[config.mk]
export PLATFORM = sky130hd
export DESIGN_NAME = spi_sclk_gen
export DESIGN_NICKNAME = d
export VERILOG_FILES = /design/src/rtl/spi_sclk_pkg.sv /design/src/rtl/spi_sclk_ctrl.sv /design/src/rtl/spi_sclk_dp.sv /design/src/rtl/spi_sclk_gen.sv
export SDC_FILE = /design/constraint.sdc
export NUM_CORES = 1
export LEC_CHECK = 0
export ABC_AREA = 1
export ABC_CLOCK_PERIOD_IN_PS = 3500
export BUFFER_PORTS_ARGS = -buffer_cell sky130_fd_sc_hd__buf_4
export CAP_MARGIN = 10
export CORE_UTILIZATION = 50
export DETAILED_ROUTE_END_ITERATION = 8
export PLACE_DENSITY_LB_ADDON = 0.15
export SETUP_SLACK_MARGIN = 0.5
export SLEW_MARGIN = 10
export SYNTH_ARGS = -nofsm -noshare
export SYNTH_HDL_FRONTEND = slang
export SYNTH_SLANG_ARGS = --single-unit
[constraint.sdc]
create_clock -name clk -period 3.5 [get_ports clk]
set_input_delay 0 -clock clk [delete_from_list [all_inputs] [get_ports clk]]
set_output_delay 0 -clock clk [all_outputs]
set_load 0.01 [all_outputs]
[src/rtl/spi_sclk_pkg.sv]
package spi_sclk_pkg;
  typedef struct packed {
    logic run;          // generator running this cycle
    logic atStart;      // first cycle of a serial clock period
    logic atLead;       // cycle in which the leading edge occurs
    logic atTrail;      // cycle of a trailing edge that follows a leading edge
    logic activePhase;  // serial clock at its active level (ratio >= 2)
    logic ratioOne;     // divide ratio is 1
  } strobeT;
endpackage

[src/rtl/spi_sclk_ctrl.sv]
module spi_sclk_ctrl
  import spi_sclk_pkg::*;
#(
  parameter int CODE_W = 5
) (
  input  logic              clk,
  input  logic              rstN,
  input  logic              enable,
  input  logic [CODE_W-1:0] prescaleCode,
  output strobeT            st
);
  localparam int LOW_W     = CODE_W - 1;
  localparam int MAX_RATIO = 2 * ((1 << LOW_W) - 1);
  localparam int CNT_W     = $clog2(MAX_RATIO + 1);

  logic [CNT_W-1:0] ratio;
  logic [CNT_W-1:0] lowLen;
  logic [CNT_W-1:0] cntQ;
  logic             runQ;
  logic             seenQ;

  // split encoding: direct below the top bit, doubled above it
  always_comb begin
    if (prescaleCode[CODE_W-1])
      ratio = CNT_W'({prescaleCode[LOW_W-1:0], 1'b0});
    else
      ratio = CNT_W'(prescaleCode[LOW_W-1:0]);
    if (ratio == '0)
      ratio = CNT_W'(1);
  end

  assign lowLen = ratio >> 1;

  always_ff @(posedge clk) begin
    if (!rstN || !enable) begin
      runQ  <= 1'b0;
      cntQ  <= '0;
      seenQ <= 1'b0;
    end else begin
      runQ  <= 1'b1;
      seenQ <= runQ & (seenQ | st.atLead);
      if (!runQ || cntQ >= ratio - CNT_W'(1))
        cntQ <= '0;
      else
        cntQ <= cntQ + CNT_W'(1);
    end
  end

  always_comb begin
    st.run         = runQ;
    st.atStart     = runQ && (cntQ == '0);
    st.atLead      = runQ && (cntQ == lowLen);
    st.atTrail     = runQ && (cntQ == '0) && seenQ;
    st.activePhase = runQ && (cntQ >= lowLen);
    st.ratioOne    = (ratio == CNT_W'(1));
  end


  restart_zero_chk: assert property (@(posedge clk) disable iff (!rstN)
    $rose(runQ) |-> (cntQ == '0));


  cnt_range_chk: assert property (@(posedge clk) disable iff (!rstN)
    (runQ && $stable(prescaleCode)) |-> (cntQ < ratio));


  first_trail_chk: assert property (@(posedge clk) disable iff (!rstN)
    $rose(runQ) |-> !st.atTrail);
endmodule

[src/rtl/spi_sclk_dp.sv]
module spi_sclk_dp
  import spi_sclk_pkg::*;
(
  input  logic   clk,
  input  logic   rstN,
  input  strobeT st,
  input  logic   cpol,
  input  logic   cpha,
  input  logic   captureFlip,
  output logic   sclk,
  output logic   shiftPulse,
  output logic   samplePulse
);
  logic activeLevel;
  logic sampleOnLead;

  // ratio 1 follows the inverted system clock, gated by run
  assign activeLevel  = st.ratioOne ? (st.run & ~clk) : st.activePhase;
  assign sclk         = cpol ^ activeLevel;
  assign sampleOnLead = (cpha == captureFlip);
  assign shiftPulse   = cpha ? st.atLead : st.atStart;
  assign samplePulse  = sampleOnLead ? st.atLead : st.atTrail;


  idle_level_chk: assert property (@(posedge clk) disable iff (!rstN)
    !st.run |-> (sclk == cpol && !shiftPulse && !samplePulse));


  split_edges_chk: assert property (@(posedge clk) disable iff (!rstN)
    (cpha && !captureFlip && !st.ratioOne && samplePulse) |-> !shiftPulse);


  ratio_one_flip_chk: assert property (@(posedge clk) disable iff (!rstN)
    (st.run && st.ratioOne) |-> captureFlip);
endmodule

[src/rtl/spi_sclk_gen.sv]
module spi_sclk_gen
  import spi_sclk_pkg::*;
#(
  parameter int CODE_W = 5
) (
  input  logic              clk,
  input  logic              rstN,
  input  logic              enable,
  input  logic [CODE_W-1:0] prescaleCode,
  input  logic              cpol,
  input  logic              cpha,
  input  logic              captureFlip,
  output logic              sclk,
  output logic              shiftPulse,
  output logic              samplePulse
);
  strobeT st;

  spi_sclk_ctrl #(.CODE_W(CODE_W)) uCtrl (
    .clk          (clk),
    .rstN         (rstN),
    .enable       (enable),
    .prescaleCode (prescaleCode),
    .st           (st)
  );

  spi_sclk_dp uDp (
    .clk         (clk),
    .rstN        (rstN),
    .st          (st),
    .cpol        (cpol),
    .cpha        (cpha),
    .captureFlip (captureFlip),
    .sclk        (sclk),
    .shiftPulse  (shiftPulse),
    .samplePulse (samplePulse)
  );
endmodule

==> impl_metrics.json, run 1 <==
{
  "root_buffer": "clkbuf_4",
  "cts_setup_buffers": 0,
  "worst_pin_slew_ps": 249.4,
  "dpl.hpwl_um": 1360,
  "clkLatencyLatePin_ps": 260,
  "die_height_um": 42.58,
  "ctsResizeCount": 0,
  "num_vias": 808,
  "cts_max_level": 1,
  "path_class": "clock port to primary output",
  "endpoint_kind": "primary output",
  "layout_common_cells": "inv_1, nand2_1, nor2_1",
  "rows": 14,
  "ios": 14,
  "drt_pass1_iterations": 5,
  "port-buffer-count": 13,
  "maxSlewViolCount": 0,
  "avgSynthCellArea_um2": 6.639,
  "maxCapViolCount": 0,
  "wl_per_cell_um": 10.45,
  "cts_buffer_depth": 2,
  "coreArea_um2": 1524,
  "worstPathMaxFanout": 4,
  "dp_slack_ps": 1363,
  "leakage_uw": 0.0005419,
  "hold_class": "primary input to flip-flop",
  "first_global_vias": 722,
  "relSlewSlack": 0.8335,
  "num_antenna_cells": 0,
  "postLayoutSetupSlackWorst_ps": 1073,
  "dp_cells": 152,
  "post-route-drc-count": 0,
  "numCtsBuffers": 3,
  "hold_viol_final": 0,
  "final_common_cell": "inv_1",
  "yosysUniqueCellTypes": 22,
  "wl_um": 1662,
  "fin_worst_skew_ps": 1.249,
  "syn_area_um2": 823.3,
  "cts_tree": "yes",
  "ant_nets": 0,
  "cp_slowest_stage_delay_ps": 150,
  "seq_area_frac_synth": 0.1702,
  "synth_top_area_frac": 0.1976,
  "tns_ps": 0,
  "grtUsageTotal": 0.2051,
  "synthCells": 124,
  "grt_first_pass_wirelength_um": 2808,
  "die_area_um2": 1813,
  "fin_nets": 168,
  "grt_max_degree": 13,
  "path_cells": "clkbuf_4 -> clkbuf_4 -> inv_1 -> nor2_1 -> nor2_1 -> nand3_1 -> nand2_1 -> buf_4",
  "synth_seq_cells": 7,
  "setup_viol": 0,
  "start_util": 0.5402,
  "synth_top_area_cell": "ha_1",
  "ys_warn_count": 0,
  "power.density_nw_per_um2": 252.1,
  "holdBufCountCts": 2,
  "slowest_stage": "clkbuf_4",
  "rsz0062_at_grt": "no",
  "synthesis.nets": 148,
  "arrival_ps": 2430,
  "via_per_inst": 5.082,
  "synthTopCellsByArea": "ha_1, dfxtp_1, inv_1",
  "cp.required_ps": 3500,
  "die_w_um": 42.58,
  "antenna_found_initial": 0,
  "drive_gt1_frac": 0.1958,
  "gp_congestion": 0.8359,
  "critPathBufInv": 4,
  "status": "finished, final reports clean",
  "syn_to_final_growth_pct": 19.00,
  "ir_drop_v": 0.0002039,
  "drt_iter0_markers": 14,
  "fin_cells": 159,
  "crit_family": "buffers and inverters",
  "clk_transition_reported_paths_ps": 60,
  "crit_path_start_kind": "clock port",
  "globalRouteOverflowTotal": 0
}
## cells in the mapped netlist
| cell type | instances |
|---|---|
| xnor2_1 | 1 |
| o211ai_1 | 1 |
| nor3_2 | 1 |
| inv_2 | 1 |
| buf_6 | 1 |
| inv_1 | 24 |
| o21ai_0 | 2 |
| or2_0 | 1 |
| nand4_1 | 4 |
| nand3_1 | 10 |
| dfxtp_1 | 7 |
| nand2_4 | 2 |
| a21oi_1 | 4 |
| nor2_1 | 17 |
| nand3_2 | 1 |
| a21oi_2 | 2 |
| o21ai_2 | 3 |
| nand2_2 | 1 |
| xor2_1 | 5 |
| ha_1 | 13 |
| nor3_1 | 1 |
| nand2_1 | 22 |
## power breakdown
part	internal [µW]	switching, µW
Clock	46.5	43.8
Sequential	80.7	1.27
Combinational	31.8	42.9
## final timing paths
| kind | depth (start not counted) | from | slack (ps) | end |
|---|---|---|---|---|
| hold reg to reg | 1 | uCtrl.cntQ[0]$_SDFF_PP0_ | 460 | uCtrl.cntQ[0]$_SDFF_PP0_ |
| setup reg to reg | 8 | uCtrl.cntQ[2]$_SDFF_PP0_ | 2010 | uCtrl.cntQ[2]$_SDFF_PP0_ |
| hold / removal | 3 | rstN | 20 | uCtrl.seenQ$_SDFF_PN0_ |
| setup / recovery | 8 | clk | 1070 | sclk |
## sequential cells by signal, indices dropped and copies added, names as in the netlist
register     count
uCtrl.seenQ      1
uCtrl.runQ       1
uCtrl.cntQ       5
## cells by family (layout without fill, tap and decap cells)
group                    after synthesis  after routing  share of synthesized area
AO/OA/AOI/OAI                         12             12                    0.09880
XOR/XNOR                               6              6                    0.06383
adder cells (fa/ha/maj)               13             13                     0.1976
buffers and inverters                 26             45                     0.1277
flip-flops                             7              7                     0.1702
AND/OR/NAND/NOR                       60             60                     0.3419
## tightest hold or removal path, delay by kind of cell
| kind | cells | cell delay (ps) |
|---|---|---|
| simple gates | 2 | 130 |
| buf+inv | 1 | 110 |
## per-stage QoR
stage          area (µm²)  hold WS [ps]  total power, µW    util
2_1_floorplan       823.3         77.47            143.5       -
3_3_place_gp        929.6         247.5            164.7  0.6100
3_5_place_dp        929.6         255.8            166.9  0.6100
4_1_cts             979.7        0.7884            251.9  0.6429
5_1_grt             979.7         17.69            273.9  0.6429
6_report            979.7         22.99            247.0  0.6429
## cell type report
cell class,instances,area [µm²]
clock inverter,3,11.26
clock buffer,4,30.03
timing repair buffer,14,110.1
sequential,7,140.1
inverter,24,90.09
tap,16,20.02
fill,148,544.3
multi-input combinational,91,578.1
## layer usage
metal	vias to the layer above	track usage	wire, µm
met5	-	0	0
met4	0	0.1125	11
met3	2	0.04310	33
met2	12	0.3262	812
met1	360	0.2552	805
li1	434	-	-
No activity file was read; power rests on OpenSTA's default activity.
==> inputs of run 2 (changes only) <==
ABC_CLOCK_PERIOD_IN_PS = 2400   (was 3500)
clock period = 2.4 ns   (was 3.5 ns; I/O delays follow)
==> run 2 against run 1 <==
Compared with the run above: power rose by 82%; die area did not move; largest cell class unchanged; critical path type unchanged; setup slack got worse by 530 ps; flip-flop and latch count did not move.
==> impl_metrics.json, run 2 (synthesized netlist as in run 1, its figures left out) <==
{
  "status": "finished, final reports clean",
  "cts_buffer_depth": 2,
  "grt_first_pass_wirelength_um": 2939,
  "num_vias": 820,
  "via_per_inst": 5.031,
  "post-route-drc-count": 0,
  "fin_worst_skew_ps": 61.69,
  "regMostFlops": "uCtrl.cntQ",
  "reg2reg_depth": 6,
  "power.density_nw_per_um2": 421.4,
  "dp_cells": 152,
  "final_common_cell": "inv_1",
  "first_global_vias": 765,
  "ant_nets": 0,
  "arrival_ps": 1850,
  "gp_congestion": 0.8359,
  "fillCellCount": 129,
  "wl_um": 1840,
  "die_height_um": 42.58,
  "largest_reg_flops": 5,
  "ios": 14,
  "grtUsageTotal": 0.2159,
  "crit_path_start_kind": "clock port",
  "rsz0062_at_grt": "yes",
  "port-buffer-count": 13,
  "die_w_um": 42.58,
  "layout_common_cells": "inv_1, nand2_1, nor2_1",
  "path_class": "clock port to primary output",
  "leakage_uw": 0.0005649,
  "setup_viol": 0,
  "worstHoldPathCells": 3,
  "drt_pass1_iterations": 4,
  "wl_per_cell_um": 11.29,
  "num_antenna_cells": 0,
  "cts_max_level": 1,
  "numCtsBuffers": 3,
  "grt_max_degree": 13,
  "fin_nets": 172,
  "cp.required_ps": 2400,
  "fin_cells": 163,
  "hold_viol_final": 0,
  "maxSlewViolCount": 0,
  "endpoint_kind": "primary output",
  "globalRouteOverflowTotal": 0,
  "fin_util": 0.7003,
  "worst_pin_slew_ps": 281.6,
  "drive_gt1_frac": 0.2585,
  "start_util": 0.5402,
  "drt_iter0_markers": 9,
  "root_buffer": "clkbuf_4",
  "die_area_um2": 1813,
  "cts_tree": "yes",
  "antenna_found_initial": 0,
  "reg_top3": "uCtrl.cntQ x5, uCtrl.runQ x1, uCtrl.seenQ x1",
  "dpl.hpwl_um": 1329,
  "worstPathMaxFanout": 3,
  "syn_to_final_growth_pct": 29.63,
  "clkLatencyLatePin_ps": 310,
  "relSlewSlack": 0.8103,
  "ir_drop_v": 0.0003363,
  "maxCapViolCount": 0,
  "hold_class": "primary input to primary output",
  "rows": 14,
  "coreArea_um2": 1524,
  "tns_ps": 0
}
[run 2: cell types whose count changed in the layout (fill, tap and decap cells not counted), sizes merged]
| cell | before | now |
|---|---|---|
| clkbuf | 3 | 2 |
| buf | 13 | 18 |
| inv | 27 | 26 |
| dlygate4sd3 | 2 | 3 |
[run 2: cell type report]
type,instances,area (µm²),share of cell area
tap,16,20.02,0.01876
clock buffer,6,52.55,0.04924
multi-input combinational,91,618.1,0.5791
clock inverter,2,7.507,0.007034
inverter,24,90.09,0.08441
timing repair buffer,17,138.9,0.1301
sequential,7,140.1,0.1313
[run 2: critical path, stage by stage]
cell and delay [ps]:
buf_4 130, buf_8 120, inv_2 30, nor2_1 30
nor2_1 100, nand3_1 80, nand2_1 70, buf_6 100
[run 2: repair_timing]
action,4_1_cts,5_1_grt
hold buffers,2,1
buffers inserted,0,3
gates resized for setup,1,16
pin swaps,0,9
gates cloned,0,0
endpoints found under the hold margin,1,1
setup endpoints to repair,1,7
[run 2: where the power goes]
part	total (µW)	internal, µW	leakage, µW	switching, µW
sequential	120	118	0.0000567	1.91
combinational	125	54.9	0.000457	69.9
clock	205	122	0.0000509	83.6
total	450	294	0.000565	155
[run 2: path summary, 6_finish.rpt]
| check | from | end | slack (ps) |
|---|---|---|---|
| setup / recovery | clk | sclk | 550 |
| hold / removal | cpha | shiftPulse | 290 |
| setup reg to reg | uCtrl.cntQ[4]$_SDFF_PP0_ | uCtrl.cntQ[2]$_SDFF_PP0_ | 890 |
| hold reg to reg | uCtrl.cntQ[0]$_SDFF_PP0_ | uCtrl.cntQ[0]$_SDFF_PP0_ | 460 |
[run 2: per-stage QoR]
step / area, µm² / hold slack [ps] / setup WS [ps] / power [µW]
6_report: 1067 / 290.3 / 546.4 / 449.8
5_1_grt: 1067 / 306.5 / 418.9 / 480.8
4_1_cts: 985.9 / 11.53 / 507.3 / 388.8
3_5_place_dp: 929.6 / 252.7 / 272.4 / 242.4
3_3_place_gp: 929.6 / 247.5 / 358.7 / 240.1
2_1_floorplan: 823.3 / 77.47 / 567.1 / 209.3
[run 2: routing by layer]
metal | vias up | share of wire | track usage
met1 | 354 | 0.44 | 0.2768
met5 | - | 0 | 0
met2 | 16 | 0.51 | 0.3231
met3 | 5 | 0.030 | 0.05172
li1 | 445 | - | -
met4 | 0 | 0.020 | 0.1313
